===== config.mk =====
export PLATFORM = sky130hd
export DESIGN_NAME = keyscan_store
export DESIGN_NICKNAME = d
export VERILOG_FILES = /design/src/rtl/ks_pkg.sv /design/src/rtl/ks_debounce.sv /design/src/rtl/ks_strobe.sv /design/src/rtl/ks_store.sv /design/src/rtl/keyscan_store.sv
export SDC_FILE = /design/constraint.sdc
export NUM_CORES = 1
export LEC_CHECK = 0
export BUFFER_PORTS_ARGS = -buffer_cell sky130_fd_sc_hd__clkbuf_2
export CORE_MARGIN = 5
export CORE_UTILIZATION = 60
export CTS_BUF_LIST = sky130_fd_sc_hd__clkbuf_8
export CTS_CLUSTER_SIZE = 12
export DETAILED_ROUTE_END_ITERATION = 12
export GPL_ROUTABILITY_DRIVEN = 0
export PLACE_DENSITY = 0.79
export SLEW_MARGIN = 20
export SYNTH_ARGS = -nofsm -noshare
export SYNTH_HDL_FRONTEND = slang
export SYNTH_SLANG_ARGS = --single-unit

===== constraint.sdc =====
create_clock -name clk -period 4.12 [get_ports clk]
set_clock_uncertainty 0.1 [all_clocks]
set_input_delay 0.206 -clock clk [delete_from_list [all_inputs] [get_ports clk]]
set_output_delay 0.206 -clock clk [all_outputs]
set_load 0.03 [all_outputs]

===== src/rtl/ks_pkg.sv =====
package ks_pkg;

  localparam int ROW_W  = 3;
  localparam int COL_W  = 3;
  localparam int DATA_W = 8;
  localparam int ROWS   = 1 << ROW_W;

  typedef enum logic [1:0] {
    MODE_KEY    = 2'b00,
    MODE_SENSE  = 2'b01,
    MODE_STROBE = 2'b10,
    MODE_KEY2   = 2'b11
  } ks_mode_e;

  typedef enum logic [1:0] {
    DB_IDLE  = 2'b00,
    DB_WAIT  = 2'b01,
    DB_CHECK = 2'b10,
    DB_HELD  = 2'b11
  } ks_db_state_e;

  // lowest closed column of a return byte
  function automatic logic [COL_W-1:0] lowest_set(input logic [DATA_W-1:0] v);
    logic [COL_W-1:0] idx;
    idx = '0;
    for (int i = DATA_W - 1; i >= 0; i--) begin
      if (v[i]) idx = COL_W'(i);
    end
    return idx;
  endfunction

  // key code: ctrl, shift, row, column from high to low
  function automatic logic [DATA_W-1:0] pack_key(input logic ctl,
                                                 input logic shf,
                                                 input logic [ROW_W-1:0] row,
                                                 input logic [COL_W-1:0] col);
    return {ctl, shf, row, col};
  endfunction

  function automatic logic [DATA_W-1:0] pack_status(input logic ovr,
                                                    input logic und,
                                                    input logic full,
                                                    input logic [2:0] cnt);
    return {2'b00, ovr, und, full, cnt};
  endfunction

  function automatic logic is_key_mode(input logic [1:0] m);
    return (m == MODE_KEY) || (m == MODE_KEY2);
  endfunction

endpackage


===== src/rtl/ks_debounce.sv =====
module ks_debounce
  import ks_pkg::*;
#(
  parameter int DB_TICKS = 2
) (
  input  logic              clk,
  input  logic              rst_n,
  input  logic              enable,
  input  logic              scan_stb,
  input  logic [ROW_W-1:0]  scan_row,
  input  logic [DATA_W-1:0] ret_in,
  input  logic              shift_in,
  input  logic              ctrl_in,
  input  logic              db_tick,
  output logic              key_push,
  output logic [DATA_W-1:0] key_code
);

  localparam int CW = (DB_TICKS > 1) ? $clog2(DB_TICKS) : 1;
  localparam logic [CW-1:0] LAST = CW'(DB_TICKS - 1);

  ks_db_state_e      state_q, state_d;
  logic [ROW_W-1:0]  cand_row_q;
  logic [COL_W-1:0]  cand_col_q;
  logic [CW-1:0]     tick_cnt_q;

  logic row_match;
  logic cand_closed;
  logic new_closure;

  assign row_match   = scan_stb && (scan_row == cand_row_q);
  assign cand_closed = ret_in[cand_col_q];
  assign new_closure = scan_stb && (|ret_in);

  always_comb begin
    state_d = state_q;
    if (!enable) begin
      state_d = DB_IDLE;
    end else begin
      unique case (state_q)
        DB_IDLE:  if (new_closure) state_d = DB_WAIT;
        DB_WAIT:  if (db_tick && tick_cnt_q == LAST) state_d = DB_CHECK;
        DB_CHECK: if (row_match) state_d = cand_closed ? DB_HELD : DB_IDLE;
        DB_HELD:  if (row_match && !cand_closed) state_d = DB_IDLE;
        default:  state_d = DB_IDLE;
      endcase
    end
  end

  assign key_push = enable && (state_q == DB_CHECK) && row_match && cand_closed;
  assign key_code = pack_key(ctrl_in, shift_in, cand_row_q, cand_col_q);

  always_ff @(posedge clk or negedge rst_n) begin
    if (!rst_n) begin
      state_q    <= DB_IDLE;
      cand_row_q <= '0;
      cand_col_q <= '0;
      tick_cnt_q <= '0;
    end else begin
      state_q <= state_d;
      if (state_q == DB_IDLE && enable && new_closure) begin
        cand_row_q <= scan_row;
        cand_col_q <= lowest_set(ret_in);
        tick_cnt_q <= '0;
      end else if (state_q == DB_WAIT && db_tick && tick_cnt_q != LAST) begin
        tick_cnt_q <= tick_cnt_q + 1'b1;
      end
    end
  end

endmodule


===== src/rtl/ks_strobe.sv =====
module ks_strobe
  import ks_pkg::*;
(
  input  logic              clk,
  input  logic              rst_n,
  input  logic              enable,
  input  logic              stb_in,
  input  logic [DATA_W-1:0] ret_in,
  output logic              stb_push,
  output logic [DATA_W-1:0] stb_data
);

  logic stb_q;

  always_ff @(posedge clk or negedge rst_n) begin
    if (!rst_n) stb_q <= 1'b0;
    else        stb_q <= stb_in;
  end

  assign stb_push = enable && stb_in && !stb_q;
  assign stb_data = ret_in;

endmodule


===== src/rtl/ks_store.sv =====
module ks_store
  import ks_pkg::*;
#(
  parameter int DEPTH = 8
) (
  input  logic                     clk,
  input  logic                     rst_n,
  input  logic                     sense_mode,
  input  logic                     push_vld,
  input  logic [DATA_W-1:0]        push_data,
  input  logic                     sen_we,
  input  logic [$clog2(DEPTH)-1:0] sen_row,
  input  logic [DATA_W-1:0]        sen_data,
  input  logic                     rd_en,
  input  logic [$clog2(DEPTH)-1:0] rd_addr,
  input  logic                     clr_err,
  output logic [DATA_W-1:0]        rd_data,
  output logic [$clog2(DEPTH):0]   count,
  output logic                     full,
  output logic                     empty,
  output logic                     ovr_flag,
  output logic                     und_flag,
  output logic                     sen_irq,
  output logic                     ovr_evt,
  output logic                     und_evt
);

  localparam int PTR_W = $clog2(DEPTH);

  logic [DATA_W-1:0] mem_q [DEPTH];
  logic [PTR_W-1:0]  wptr_q, rptr_q;
  logic [PTR_W:0]    count_q;

  logic [DEPTH-1:0]  row_hit;
  logic [DEPTH-1:0]  row_diff;
  logic              any_change;
  logic              fifo_rd, pop_ok, push_ok;

  for (genvar g = 0; g < DEPTH; g++) begin : g_row
    assign row_hit[g]  = sen_we && (sen_row == PTR_W'(g));
    assign row_diff[g] = row_hit[g] && (mem_q[g] != sen_data);
  end

  assign any_change = |row_diff;
  assign full       = (count_q == (PTR_W+1)'(DEPTH));
  assign empty      = (count_q == '0);
  assign count      = count_q;

  assign fifo_rd = rd_en && !sense_mode;
  assign pop_ok  = fifo_rd && !empty;
  assign und_evt = fifo_rd && empty;
  assign push_ok = push_vld && (!full || pop_ok);
  assign ovr_evt = push_vld && full && !pop_ok;

  always_ff @(posedge clk or negedge rst_n) begin
    if (!rst_n) begin
      for (int i = 0; i < DEPTH; i++) mem_q[i] <= '0;
    end else begin
      for (int i = 0; i < DEPTH; i++) begin
        if (row_hit[i])
          mem_q[i] <= sen_data;
        else if (push_ok && wptr_q == PTR_W'(i))
          mem_q[i] <= push_data;
      end
    end
  end

  always_ff @(posedge clk or negedge rst_n) begin
    if (!rst_n) begin
      wptr_q  <= '0;
      rptr_q  <= '0;
      count_q <= '0;
      rd_data <= '0;
    end else begin
      if (push_ok) wptr_q <= wptr_q + 1'b1;
      if (pop_ok)  rptr_q <= rptr_q + 1'b1;
      if (push_ok && !pop_ok)      count_q <= count_q + 1'b1;
      else if (pop_ok && !push_ok) count_q <= count_q - 1'b1;
      if (rd_en && sense_mode) rd_data <= mem_q[rd_addr];
      else if (pop_ok)         rd_data <= mem_q[rptr_q];
    end
  end

  always_ff @(posedge clk or negedge rst_n) begin
    if (!rst_n) begin
      ovr_flag <= 1'b0;
      und_flag <= 1'b0;
      sen_irq  <= 1'b0;
    end else begin
      if (ovr_evt)      ovr_flag <= 1'b1;
      else if (clr_err) ovr_flag <= 1'b0;
      if (und_evt)      und_flag <= 1'b1;
      else if (clr_err) und_flag <= 1'b0;
      if (any_change)                sen_irq <= 1'b1;
      else if (rd_en && sense_mode)  sen_irq <= 1'b0;
    end
  end

endmodule


===== src/rtl/keyscan_store.sv =====
module keyscan_store
  import ks_pkg::*;
#(
  parameter int DB_TICKS = 2
) (
  input  logic        clk,
  input  logic        rst_n,
  input  logic [1:0]  mode_sel,
  input  logic [2:0]  scan_row,
  input  logic        scan_stb,
  input  logic        db_tick,
  input  logic [7:0]  ret_in,
  input  logic        shift_in,
  input  logic        ctrl_in,
  input  logic        stb_in,
  input  logic        rd_en,
  input  logic [2:0]  rd_addr,
  input  logic        clr_err,
  output logic [7:0]  rd_data,
  output logic [7:0]  status,
  output logic        irq
);

  localparam int DEPTH = ROWS;
  localparam int PTR_W = $clog2(DEPTH);

  logic              key_en, sense_en, strobe_en;
  logic              key_push, stb_push, push_vld;
  logic [DATA_W-1:0] key_code, stb_data, push_data;
  logic [PTR_W:0]    count;
  logic              full, empty, ovr_flag, und_flag, sen_irq;
  logic              ovr_evt, und_evt;

  assign key_en    = is_key_mode(mode_sel);
  assign sense_en  = (mode_sel == MODE_SENSE);
  assign strobe_en = (mode_sel == MODE_STROBE);

  ks_debounce #(.DB_TICKS(DB_TICKS)) u_db (
    .clk      (clk),
    .rst_n    (rst_n),
    .enable   (key_en),
    .scan_stb (scan_stb),
    .scan_row (scan_row),
    .ret_in   (ret_in),
    .shift_in (shift_in),
    .ctrl_in  (ctrl_in),
    .db_tick  (db_tick),
    .key_push (key_push),
    .key_code (key_code)
  );

  ks_strobe u_stb (
    .clk      (clk),
    .rst_n    (rst_n),
    .enable   (strobe_en),
    .stb_in   (stb_in),
    .ret_in   (ret_in),
    .stb_push (stb_push),
    .stb_data (stb_data)
  );

  assign push_vld  = key_push || stb_push;
  assign push_data = stb_push ? stb_data : key_code;

  ks_store #(.DEPTH(DEPTH)) u_mem (
    .clk       (clk),
    .rst_n     (rst_n),
    .sense_mode(sense_en),
    .push_vld  (push_vld),
    .push_data (push_data),
    .sen_we    (sense_en && scan_stb),
    .sen_row   (scan_row),
    .sen_data  (ret_in),
    .rd_en     (rd_en),
    .rd_addr   (rd_addr),
    .clr_err   (clr_err),
    .rd_data   (rd_data),
    .count     (count),
    .full      (full),
    .empty     (empty),
    .ovr_flag  (ovr_flag),
    .und_flag  (und_flag),
    .sen_irq   (sen_irq),
    .ovr_evt   (ovr_evt),
    .und_evt   (und_evt)
  );

  assign status = pack_status(ovr_flag, und_flag, full, count[2:0]);
  assign irq    = sense_en ? sen_irq : !empty;

endmodule


# Word level (Yosys, flattened, before mapping)
# Cells that the tools add are included.
# classes
n_mux	52
n_addsub	5
reduce_logical	79
bitwise_logic	3
magnitude_cmp	3
n_eq_ne	34
# op_table
cell	count
8-bit two-way mux	23
8-bit != test	8
8-bit binary-select mux with 3-bit select	2
1-bit logical AND	47
2-bit nonzero test	14
3-bit == test, second input constant	8
3-bit two-way mux	8
8-bit OR reduction	2
3-bit by 2-bit == test with 1-bit output, second input constant	4
2-bit two-way mux	6
3-bit != test, second input constant	4
1-bit two-way mux	9
2-bit == test, second input constant	4
4-bit >= comparator, second input constant	2
4-bit two-way mux	2
3-bit NOT with 4-bit output	2
2-bit one-hot mux with 4 select lines	1
1-bit logical NOT	7
3-bit by 1-bit adder with 3-bit output, second input constant	2
3-bit by 1-bit == test with 1-bit output, second input constant	2
3-bit logical NOT	2
4-bit by 1-bit adder with 4-bit output, second input constant	1
2-bit by 1-bit == test with 1-bit output, second input constant	2
4-bit == test, second input constant	1
10 further kinds	13
# totals
in_bits	25
regBits	95
elab_cells	196
out_inout_bits	17

# Longest topological paths before layout
# logic_depth
depth_word	11
mapped_depth	15
mapped_depth_nobuf	14

# Cells and area by module
# A second synthesis with hierarchy kept.
# unflattened
cells_unflattened	661
hier_area_um2	6891.6
# by_module_without_submodules
module	seq_area_each_um2	area_each_um2	instances	cells_per_inst
ks_store	2127.0	5982.0	1	572
ks_debounce	225.2	576.8	1	55
keyscan_store	0.0	239.0	1	24
ks_strobe	25.0	93.8	1	10

# Worst setup path after synthesis
# No wires, ideal clock.
# synth_timing
kind	register to register
start	reg u_db.cand_col_q[0]
end	reg u_mem.count_q[3] (netlist: u_mem.count[3])
required_time_ps	3895
n_path_buf	1
path_stages_with_launch	14
period_less_slack_ps	3111
setup_time_ps	125
arrival_time_ps	2886
path_slack_ps	1009
cell_sequence	dfrtp_1 -> mux4_1 -> mux2_4 -> a21oi_4 -> buf_6 -> nor2_2 -> ha_1 -> inv_1 -> ha_1 -> a21o_1 -> a21oi_1 -> xnor2_1 -> nor2_1 -> xor2_1
# synth_via
elab_chain_len	8
word_cells_on_any_way	10
classes_between	3 x mux; 7 x reduce/logical
# synth_lines
element	line	rtl
start: declaration	ks_debounce.sv:24	logic [COL_W-1:0] cand_col_q;
start signal: assignment	ks_debounce.sv:63	cand_col_q <= lowest_set(ret_in);
1-bit binary-select mux with 3-bit select *	ks_debounce.sv:32	assign cand_closed = ret_in[cand_col_q];
1-bit two-way mux (implied by the code) *	ks_debounce.sv:32	
1-bit logical AND *	ks_debounce.sv:50	assign key_push = enable && (state_q == DB_CHECK) && row_match && cand_closed;
1-bit logical OR *	keyscan_store.sv:62	assign push_vld = key_push || stb_push;
1-bit logical AND *	ks_store.sv:52	assign push_ok = push_vld && (!full || pop_ok);
named net u_mem.push_ok	ks_store.sv:37	logic fifo_rd, pop_ok, push_ok;
1-bit logical NOT	ks_store.sv:78	else if (pop_ok && !push_ok) count_q <= count_q - 1'b1;
1-bit logical AND	ks_store.sv:78	
2-bit nonzero test (no line)	n/a	
end signal: assignment	ks_store.sv:77	if (push_ok && !pop_ok) count_q <= count_q + 1'b1;
end signal: assignment	ks_store.sv:78	
end: declaration	ks_store.sv:32	logic [PTR_W:0] count_q;
# The timed path passes the listed nets; every way through them passes the cells marked *. The select of a mux whose other input is x is not followed.
# A chain may end at the register's enable or synchronous reset.

# Worst setup path in the final report
# layout_timing
start	reg u_mem.count_q[0] (netlist: u_mem.count[0])
end	reg u_mem.count_q[3] (netlist: u_mem.count[3])
# layout_via
elab_chain_len	8
word_cells_on_any_way	16
classes_between	2 x add/sub; 1 x eq/ne; 2 x mux; 11 x reduce/logical
# layout_lines
element	line	rtl
4-bit logical NOT	ks_store.sv:46	assign empty = (count_q == '0);
1-bit logical NOT	ks_store.sv:50	assign pop_ok = fifo_rd && !empty;
1-bit logical AND	ks_store.sv:50	
1-bit logical OR *	ks_store.sv:52	
1-bit logical AND *	ks_store.sv:52	
named net u_mem.push_ok	ks_store.sv:37	
1-bit logical NOT	ks_store.sv:78	
1-bit logical AND	ks_store.sv:78	
2-bit nonzero test (no line)	n/a	
# Marks and branches as above.

==> results.cfg <==
[synthesis]
synth_edf_count = 0
synth_compound_area_share_pct = 20.54
synth_top_area_cell = dfrtp_1
ys_seq_area_share_pct = 35.61
yosys-top-cells-area = dfrtp_1, mux4_2, o221a_2, xor2_1, nand2_1
async_reset_ff_share_pct = 100.0
ys_seq_elements = 95
syn_area_per_cell_um2 = 10.53
synth-main-ff-cell = dfrtp_1
synthMuxAreaShare_pct = 15.78
syn_inst = 634
synth_top_family_by_area = compound AO/OA/AOI/OAI gates
netlist-cell-type-count = 54
syn_area_mm2 = 0.006676
synthXorXnorAreaFrac_pct = 9.708
synth_fa_ha_area_share_pct = 2.549
yosysWarnings = 0
yosysTopAreaCellShare_pct = 35.61
yosys.area_share.simple_pct = 10.96

[finish]
syn_to_final_growth_pct = 7.815
drive_gt1_share_pct = 26.68
layout_common_cells = dfrtp_1, nand2_1, xor2_1, o221a_2, a21oi_1
final_area_mm2 = 0.007198
seq_area_mm2 = 0.002377
antenna_cells = 0
final_nets = 690
layout_commonest_cell = dfrtp_1
multiInputGateArea_mm2 = 0.003993
nFillCells = 846
instances_no_fill = 796

[floorplanning]
dieArea_mm2 = 0.01334
die_w_um = 115.5
initial_core_util_pct = 61.32
rows = 38
io_pins = 42
core_area_mm2 = 0.01089
die_y_um = 115.5

[power]
power_switching_mw = 2.050
intPower_mw = 3.005
ir_drop_uv = 479.3
sequentialPowerShare_pct = 40.4
clkPwrFrac_pct = 14.3
leakagePower_nw = 2.988
powerDensity_mw_per_mm2 = 702.3
combPwrFrac_pct = 45.2
swShare_pct = 40.55

[drt]
final_antenna_net_count = 0
viasPerCell = 7.039
drc = 0
drtIter0Drc = 765
num_vias = 5603
wl_um = 19450
wl_per_cell_um = 24.43
first_pass_iters = 5

[timing]
rsz0062_at_grt = no
fin_crit_sh_pct = 77.95
slew_headroom_pct = 34.38
fin_crit_ps = 3212
setup_ws_ps = 908.5
slew_viol_final = 0
tns_ps = 0
max_freq_mhz = 311.4
timing.hold.ws_ps = 9.351
worstMarginPinSlew_ps = 975.9
hold_viol = 0
setup_viol = 0

[cts]
post_cts_buffers = 0
clkLatencyLatePin_ps = 390
cts_root_buffer = clkbuf_8
numCtsBuffers = 9
clock-sinks = 95
path_clk_slew_ps = 90
ctsResizeCount = 0
cts_max_level = 3
cts_tree = built
cts.path.max_buffers = 2

[placement]
port_buffers = 39
place_area_mm2 = 0.006934
dp_slack_ps = 912.9
placed_cells = 778
hpwl_um = 13740

[worst_hold_path]
worstHoldPathType = input pin to flip-flop

[job]
drv_cap = 0

[worst_setup_path]
path_class = flip-flop to flip-flop
start_kind = flip-flop
end_kind = flip-flop
cp.required_ps = 4300
crit_fanout = 13
cp_data_arrival_time_ps = 3390

[global_routing]
grt_max_degree = 61
antenna_found_initial = 0
track_usage_pct = 31.06
grt.overflow.total = 0
grt_pass1_vias = 5643
grt_pass1_wl_um = 31150

[outcome]
status = completed
-- metal layers --
metal / wire (um) / GRT usage [%]
met5: 0 / 0
met4: 844 / 14.95
met3: 2103 / 8.251
met2: 9008 / 48.46
met1: 7495 / 40.55
-- power groups by stage --
stage	combinational (mW)	sequential [mW]	clock [mW]
5_1_grt	2.48	2.09	0.777
3_3_place_gp	2.19	1.99	0
2_1_floorplan	1.83	1.81	0
4_1_cts	2.27	2.02	0.730
3_5_place_dp	2.25	2.03	0
6_report	2.29	2.04	0.725
-- final cells by class --
cell class                      count  share of cell area, %
Multi-Input combinational cell    470                  55.47
Tap cell                          140                  2.434
Sequential cell                    95                  33.03
Clock inverter                      3                 0.9039
Inverter                           16                 0.8343
Timing Repair Buffer               60                  5.041
Clock buffer                       12                  2.294
-- cell families (layout without fill, tap and decap cells) --
logic type               Yosys count  in the layout
adder cells (fa/ha/maj)           13             13
AO/OA/AOI/OAI                    168            168
buffers and inverters             70             91
AND/OR/NAND/NOR                  153            153
other                              1              2
multiplexers                      60             60
XOR/XNOR                          74             74
flip-flops                        95             95
-- worst max-delay path, stage by stage, from the launching register on --
cell and delay (ps):
dfrtp_1 480, nor4b_2 340, buf_4 230, and2_1 470, nor2_2 160, ha_1 260, inv_1 120, ha_1 250
a21o_1 180, a21oi_1 160, xnor2_1 130, nor2_1 60, xor2_1 140
-- final timing paths --
kind | slack (ps) | cells past startpoint | from | to
max | 910 | 12 | u_mem.count[0] | u_mem.count[3]
min | 9 | 2 | scan_row[2] | u_db.cand_row_q[2]
max reg2reg | 910 | 12 | u_mem.count[0] | u_mem.count[3]
min reg2reg | 390 | 2 | u_mem.rd_data[5] | u_mem.rd_data[5]
max in group asynchronous | 2560 | 3 | rst_n | u_mem.mem_q[33]
min in group asynchronous | 360 | 2 | rst_n | u_mem.mem_q[4]
-- sequential cells by signal (all words and copies together), names as in the netlist --
name and cells:
u_mem.mem_q 64, u_mem.rd_data 8, u_mem.count 4, u_db.cand_col_q 3, u_db.cand_row_q 3, u_mem.rptr_q 3, u_mem.wptr_q 3, u_db.state_q 2
u_db.tick_cnt_q 1, u_mem.ovr_flag 1, u_mem.sen_irq 1, u_mem.und_flag 1, u_stb.stb_q 1
-- timing repair --
action | CTS | global route
setup endpoints to repair | 0 | 0
endpoints found under the hold margin | 62 | 0
hold buffers | 3 | 0
-- cells in the mapped netlist, types with 10 or more instances --
master and count:
mux2_2 15, mux2i_1 10, xnor2_1 17, inv_1 16
nand2_1 60, mux4_2 33, nand3_1 25, nor2_1 25
ha_1 12, o221a_2 47, o21bai_1 17, clkbuf_1 33
o21ai_0 12, xor2_1 57, a22o_1 16, a21oi_1 42
nor4_1 14, dfrtp_1 95
-- per-stage QoR --
stage / utilization (%) / power [mW]
3_5_place_dp: 63.69 / 4.287
5_1_grt: 66.11 / 5.347
2_1_floorplan: - / 3.636
4_1_cts: 66.08 / 5.020
6_report: 66.11 / 5.055
3_3_place_gp: 63.69 / 4.175
Note: power is estimated with default switching activity, not from simulation.
